File: src/rtl/shs_pkg.sv
package shs_pkg;

  // Synchronised view of the serial pins, most significant field first.
  typedef struct packed {
    logic sclk;
    logic cs_n;
    logic mosi;
    logic hold_n;
  } pins_t;

  // Pause state for the next cycle: engage and release both need a low clock.
  function automatic logic hold_next(input logic paused, input logic hold_n, input logic sclk);
    if (!paused) return !hold_n && !sclk;
    return !(hold_n && !sclk);
  endfunction

  // True when the bit now being received completes a byte of width w.
  function automatic logic last_bit(input int unsigned cnt, input int unsigned w);
    return cnt == (w - 1);
  endfunction

endpackage

File: src/rtl/shs_sync.sv
module shs_sync #(
  parameter int unsigned W        = 4,
  parameter int unsigned STAGES   = 2,
  parameter logic [W-1:0] RST_VAL = '0
) (
  input  logic         clk,
  input  logic         rst_n,
  input  logic [W-1:0] d,
  output logic [W-1:0] q
);
  logic [STAGES-1:0][W-1:0] stg;

  always_ff @(posedge clk or negedge rst_n) begin
    if (!rst_n) begin
      for (int i = 0; i < STAGES; i++) stg[i] <= RST_VAL;
    end else begin
      stg[0] <= d;
      for (int i = 1; i < STAGES; i++) stg[i] <= stg[i-1];
    end
  end

  assign q = stg[STAGES-1];
endmodule

File: src/rtl/shs_rx.sv
module shs_rx import shs_pkg::*; #(
  parameter int unsigned DATA_W = 8,
  localparam int unsigned CW    = (DATA_W > 1) ? $clog2(DATA_W) : 1
) (
  input  logic              clk,
  input  logic              rst_n,
  input  logic              clr,
  input  logic              shift_en,
  input  logic              din,
  output logic [CW-1:0]     bit_cnt,
  output logic [DATA_W-1:0] byte_o,
  output logic              valid_o
);
  logic [DATA_W-1:0] sh;
  logic [DATA_W-1:0] sh_next;
  logic              done;

  assign sh_next = {sh[DATA_W-2:0], din};
  assign done    = last_bit(32'(bit_cnt), DATA_W);

  always_ff @(posedge clk or negedge rst_n) begin
    if (!rst_n) begin
      sh      <= '0;
      bit_cnt <= '0;
      byte_o  <= '0;
      valid_o <= 1'b0;
    end else begin
      valid_o <= 1'b0;
      if (clr) begin
        bit_cnt <= '0;
      end else if (shift_en) begin
        sh <= sh_next;
        if (done) begin
          bit_cnt <= '0;
          byte_o  <= sh_next;
          valid_o <= 1'b1;
        end else begin
          bit_cnt <= bit_cnt + 1'b1;
        end
      end
    end
  end


  byte_wrap_chk: assert property (@(posedge clk) disable iff (!rst_n)
    valid_o |-> (bit_cnt == '0));


  valid_src_chk: assert property (@(posedge clk) disable iff (!rst_n)
    valid_o |-> $past(shift_en));
endmodule

File: src/rtl/shs_tx.sv
module shs_tx #(
  parameter int unsigned DATA_W = 8
) (
  input  logic              clk,
  input  logic              rst_n,
  input  logic              load_en,
  input  logic [DATA_W-1:0] load_byte,
  input  logic              reload,
  input  logic              shift_en,
  output logic              dout
);
  logic [DATA_W-1:0] next_r;
  logic [DATA_W-1:0] sh;

  always_ff @(posedge clk or negedge rst_n) begin
    if (!rst_n) begin
      next_r <= '0;
      sh     <= '0;
    end else begin
      if (load_en) next_r <= load_byte;
      if (reload)        sh <= next_r;
      else if (shift_en) sh <= {sh[DATA_W-2:0], 1'b0};
    end
  end

  assign dout = sh[DATA_W-1];


  miso_hold_chk: assert property (@(posedge clk) disable iff (!rst_n)
    (!$past(reload) && !$past(shift_en)) |-> $stable(dout));
endmodule

File: src/rtl/spi_hold_slave.sv
module spi_hold_slave import shs_pkg::*; #(
  parameter int unsigned DATA_W      = 8,
  parameter int unsigned SYNC_STAGES = 2,
  localparam int unsigned CW         = (DATA_W > 1) ? $clog2(DATA_W) : 1
) (
  input  logic              clk,
  input  logic              rst_n,
  input  logic              sclk_i,
  input  logic              cs_n_i,
  input  logic              mosi_i,
  input  logic              hold_n_i,
  output logic              miso_o,
  output logic              miso_oe_o,
  output logic [DATA_W-1:0] rx_byte_o,
  output logic              rx_valid_o,
  input  logic [DATA_W-1:0] tx_byte_i,
  input  logic              tx_load_i,
  output logic              txn_start_o,
  output logic              txn_end_o
);
  localparam pins_t PIN_IDLE = '{sclk: 1'b0, cs_n: 1'b1, mosi: 1'b0, hold_n: 1'b1};

  pins_t raw;
  pins_t s;

  assign raw = '{sclk: sclk_i, cs_n: cs_n_i, mosi: mosi_i, hold_n: hold_n_i};

  shs_sync #(.W($bits(pins_t)), .STAGES(SYNC_STAGES), .RST_VAL(PIN_IDLE)) u_sync (
    .clk  (clk),
    .rst_n(rst_n),
    .d    (raw),
    .q    (s)
  );

  // Named internal events
  logic          sclk_q, cs_act_q, paused_q;
  logic          cs_act, cs_fall_ev, cs_rise_ev, live;
  logic          rise_ev, fall_ev, at_boundary;
  logic          tx_reload, tx_shift, rx_clr;
  logic [CW-1:0] bit_cnt;

  assign cs_act      = !s.cs_n;
  assign cs_fall_ev  = cs_act && !cs_act_q;
  assign cs_rise_ev  = !cs_act && cs_act_q;
  assign live        = cs_act && cs_act_q && !paused_q;
  assign rise_ev     = live && s.sclk && !sclk_q;
  assign fall_ev     = live && !s.sclk && sclk_q;
  assign at_boundary = (bit_cnt == '0);
  assign rx_clr      = cs_fall_ev || !cs_act;
  assign tx_reload   = cs_fall_ev || (fall_ev && at_boundary);
  assign tx_shift    = fall_ev && !at_boundary;

  always_ff @(posedge clk or negedge rst_n) begin
    if (!rst_n) begin
      sclk_q      <= 1'b0;
      cs_act_q    <= 1'b0;
      paused_q    <= 1'b0;
      txn_start_o <= 1'b0;
      txn_end_o   <= 1'b0;
    end else begin
      sclk_q      <= s.sclk;
      cs_act_q    <= cs_act;
      paused_q    <= cs_act ? hold_next(paused_q, s.hold_n, s.sclk) : 1'b0;
      txn_start_o <= cs_fall_ev;
      txn_end_o   <= cs_rise_ev;
    end
  end

  assign miso_oe_o = cs_act_q && !paused_q;

  shs_rx #(.DATA_W(DATA_W)) u_rx (
    .clk     (clk),
    .rst_n   (rst_n),
    .clr     (rx_clr),
    .shift_en(rise_ev),
    .din     (s.mosi),
    .bit_cnt (bit_cnt),
    .byte_o  (rx_byte_o),
    .valid_o (rx_valid_o)
  );

  shs_tx #(.DATA_W(DATA_W)) u_tx (
    .clk      (clk),
    .rst_n    (rst_n),
    .load_en  (tx_load_i),
    .load_byte(tx_byte_i),
    .reload   (tx_reload),
    .shift_en (tx_shift),
    .dout     (miso_o)
  );


  idle_quiet_chk: assert property (@(posedge clk) disable iff (!rst_n)
    !cs_act_q |-> !rx_valid_o);


  hold_low_clk_chk: assert property (@(posedge clk) disable iff (!rst_n)
    $rose(paused_q) |-> !$past(s.sclk));


  pause_freeze_chk: assert property (@(posedge clk) disable iff (!rst_n)
    ($past(paused_q) && cs_act_q) |-> $stable(bit_cnt));


  start_clear_chk: assert property (@(posedge clk) disable iff (!rst_n)
    txn_start_o |-> (bit_cnt == '0));


  end_idle_chk: assert property (@(posedge clk) disable iff (!rst_n)
    txn_end_o |-> (!miso_oe_o && bit_cnt == '0));
endmodule

File: config.mk
export PLATFORM = sky130hd
export DESIGN_NAME = spi_hold_slave
export DESIGN_NICKNAME = d
export VERILOG_FILES = /design/src/rtl/shs_pkg.sv /design/src/rtl/shs_sync.sv /design/src/rtl/shs_rx.sv /design/src/rtl/shs_tx.sv /design/src/rtl/spi_hold_slave.sv
export SDC_FILE = /design/constraint.sdc
export NUM_CORES = 1
export LEC_CHECK = 0
export ABC_CLOCK_PERIOD_IN_PS = 4100
export BUFFER_PORTS_ARGS = -buffer_cell sky130_fd_sc_hd__buf_2
export CAP_MARGIN = 10
export CORE_MARGIN = 2
export CORE_UTILIZATION = 40
export DETAILED_ROUTE_END_ITERATION = 6
export PLACE_DENSITY = 0.69
export RECOVER_POWER = 50
export SYNTH_ARGS = -nofsm -noshare
export SYNTH_HDL_FRONTEND = slang
export SYNTH_HIERARCHICAL = 1
export SYNTH_SLANG_ARGS = --single-unit
File: constraint.sdc
create_clock -name clk -period 4.1 [get_ports clk]
set_input_delay 0.205 -clock clk [delete_from_list [all_inputs] [get_ports clk]]
set_output_delay 0.205 -clock clk [all_outputs]
set_load 0.005 [all_outputs]
==> results_dict.tcl <==
set metrics [dict create \
    grt_pass1_wl_mm 4.70 \
    dp_hpwl_mm 2.05 \
    required_ns 4.28 \
    row_count 25 \
    maxCapViolCount 1 \
    hold_viol 0 \
    grt_pass1_vias 992 \
    area_growth_pct 12.5 \
    grt_max_degree 49 \
    dp_cells 217 \
    crit_fanout 7 \
    crit_path_start_kind "flop" \
    status "complete, but fails checks" \
    fin_setup_tns_ns 0 \
    dpl-instance-area_sq_mm 0.00210 \
    chipHeight_microns 73.8 \
    synth_compound_gate_area_share_pct 3.02 \
    cts_resized 0 \
    grt.total_usage_pct 11.8 \
    synthTopCellsByArea "dfrtp_1, mux2_4, dfstp_2" \
    clock_skew_ns 0.00985 \
    violations "capacitance limit, slew limit" \
    syn_area_sq_mm 0.00195 \
    synth_cell_type_count 24 \
    vias 1025 \
    finish.utilization_pct 46.4 \
    ant_nets 0 \
    die_width_microns 73.8 \
    drive_gt1_share_pct 35.4 \
    yosys.area_share.simple_pct 8.16 \
    yosys_warnings 6 \
    cts_root_buffer "clkbuf_8" \
    synth_top_family_by_area "multiplexers" \
    dr.pass1.iters 4 \
    end_kind "flop" \
    whs_ns 0.0217 \
    fmax_mhz 390 \
    core_sq_mm 0.00472 \
    finalInstanceArea_sq_mm 0.00219 \
    n_antenna_cell 0 \
    final-setup-viol-count 0 \
    synth_top_area_share_pct 56.5 \
    postSynthAreaPerCell_sq_um 15.0 \
    fin_cells 228 \
    numCtsBuffers 5 \
    synth_largest_area_cell "dfrtp_1" \
    slew_headroom_pct -59.8 \
    routed_wirelength_mm 2.79 \
    routabilityCongestion 0.728 \
    nNetsFinal 177 \
    clockBufferDepth 2 \
    cts_setup_buffers 0 \
    clk_latency_ns 0.29 \
    ys_seq_area_share_pct 61.9 \
    syn_inst 130 \
    io_pins 28 \
    final_max_slew_viol_count 49 \
    drt-initial-drc-count 70 \
    detail_route.wl_per_cell_microns 12.2 \
    cts_tree "built" \
    p_per_area_mw_per_mm2 398 \
    worst_pin_slew_ns 2.40 \
    port_buffers 27 \
    drc 0 \
    antenna_found_initial 0 \
    htree_levels 2 \
    ys_seq_elements 48 \
    dieArea_sq_mm 0.00544 \
    synth_xor_area_share_pct 0 \
    synth_mux_area_share_pct 20.8 \
    start_util_pct 41.2 \
    synth_fp_nets 147 \
    period_share_pct 62.6 \
    ir_drop_mv 0.255 \
    rsz0062_at_grt "no" \
    fillCellCount 410 \
    p_leak_nw 1.07 \
    critPathKind "flop to flop" \
    clk_pin_slew_worst_paths_ns 0.08 \
    clock_sinks 48 \
    synthAdderAreaFrac_pct 1.28 \
    hold_path_class "input pin to flop" \
    arrival_ns 2.75 \
    overflow 0 \
    fin_crit_ns 2.57 \
    post_drt_via_cell_ratio 4.50 \
]
==> worst paths after layout <==
path,from,end,slack (ns),cells after the start
max,u_sync/q[2]$_DFF_PN1_,u_rx/sh[1]$_DFFE_PN0P_,1.53,4
max in group asynchronous,rst_n,u_sync/q[3]$_DFF_PN0_,2.10,1
min reg2reg,u_sync/stg[1]$_DFF_PN0_,u_sync/q[1]$_DFF_PN0_,0.36,0
min,sclk_i,u_sync/stg[3]$_DFF_PN0_,0.02,1
min in group asynchronous,rst_n,u_rx/valid_o$_DFF_PN0_,0.63,1
max reg2reg,u_sync/q[2]$_DFF_PN1_,u_rx/sh[1]$_DFFE_PN0P_,1.53,4
==> through the flow <==
step	setup WS [ns]	total power, mW
2_1_floorplan	2.16	0.576
3_3_place_gp	1.72	0.597
3_5_place_dp	1.60	0.602
4_1_cts	1.59	0.893
5_1_grt	1.37	0.917
6_report	1.53	0.871
==> logic make-up (layout without fill, tap and decap cells) <==
| logic type | count (synthesis) | count (layout) |
|---|---|---|
| simple gates | 26 | 26 |
| fa+ha+maj | 2 | 2 |
| buf+inv | 11 | 42 |
| flops | 48 | 48 |
| mux | 32 | 32 |
| compound gates | 11 | 11 |
==> critical path, cell delays in order (launching register included) <==
cell	delay, ns
dfstp_1	0.42
or3b_1	0.44
nor3b_1	0.80
nor2b_4	0.46
mux2_4	0.33
==> state kept, by name (all words and copies together), names as in the netlist, 3 cells and up <==
signal        count
u_rx/byte_o       8
u_tx/sh           8
u_sync/q          4
u_rx/bit_cnt      3
u_rx/sh           7
u_sync/stg        4
u_tx/next_r       8
==> per-layer routing <==
layer | wire length, microns | track usage, %
met5 | 0 | 0
met4 | 66 | 5.45
met3 | 92 | 3.70
met2 | 1350 | 16.4
met1 | 1280 | 16.7
==> cells in the final DEF, fill, tap and decap left out, drive strengths merged <==
| cell | n |
|---|---|
| inv | 3 |
| or2 | 1 |
| clkinv | 1 |
| nand2 | 10 |
| nor2 | 3 |
| o21ai | 8 |
| ha | 2 |
| nor2b | 2 |
| mux2 | 23 |
| mux2i | 9 |
| o32ai | 1 |
| dfrtp | 44 |
| a21oi | 2 |
| nand2b | 3 |
| nand3b | 1 |
| or3b | 2 |
| dlygate4sd3 | 3 |
| nor3b | 2 |
| buf | 28 |
| clkbuf | 7 |
| or3 | 1 |
| and2 | 1 |
| dfstp | 4 |
==> cell type report <==
class                   count  area, sq um  area share, %
well taps                  67         83.8           3.83
clock buffers               6         82.6           3.77
inverters                   2         7.51          0.343
flip-flops and latches     48         1210           55.1
multi-input cells          71          618           28.2
repair buffers             32          179           8.17
clock inverters             2         13.8          0.628
==> cells in the mapped netlist <==
cell,number
dfrtp_1,44
mux2_4,15
nand2_1,10
mux2i_1,9
mux2_2,8
o21ai_1,7
buf_6,5
buf_4,4
dfstp_2,4
nand2b_1,3
nor2_1,3
a21oi_1,2
ha_1,2
inv_1,2
nor3b_1,2
or3b_1,2
and2_1,1
nand3b_4,1
nor2b_1,1
nor2b_4,1
o21ai_0,1
o32ai_1,1
or2_2,1
or3_1,1
==> timing repair <==
item | CTS | global route
hold endpoints to repair | 1 | 2
endpoints found under the setup margin | 0 | 0
hold buffers | 1 | 2
==> where the power goes <==
part | internal [mW] | switching, mW
clock network | 0.138 | 0.149
logic | 0.0312 | 0.0309
registers | 0.505 | 0.0167
total | 0.674 | 0.197
(Power assumes the default switching activity.)
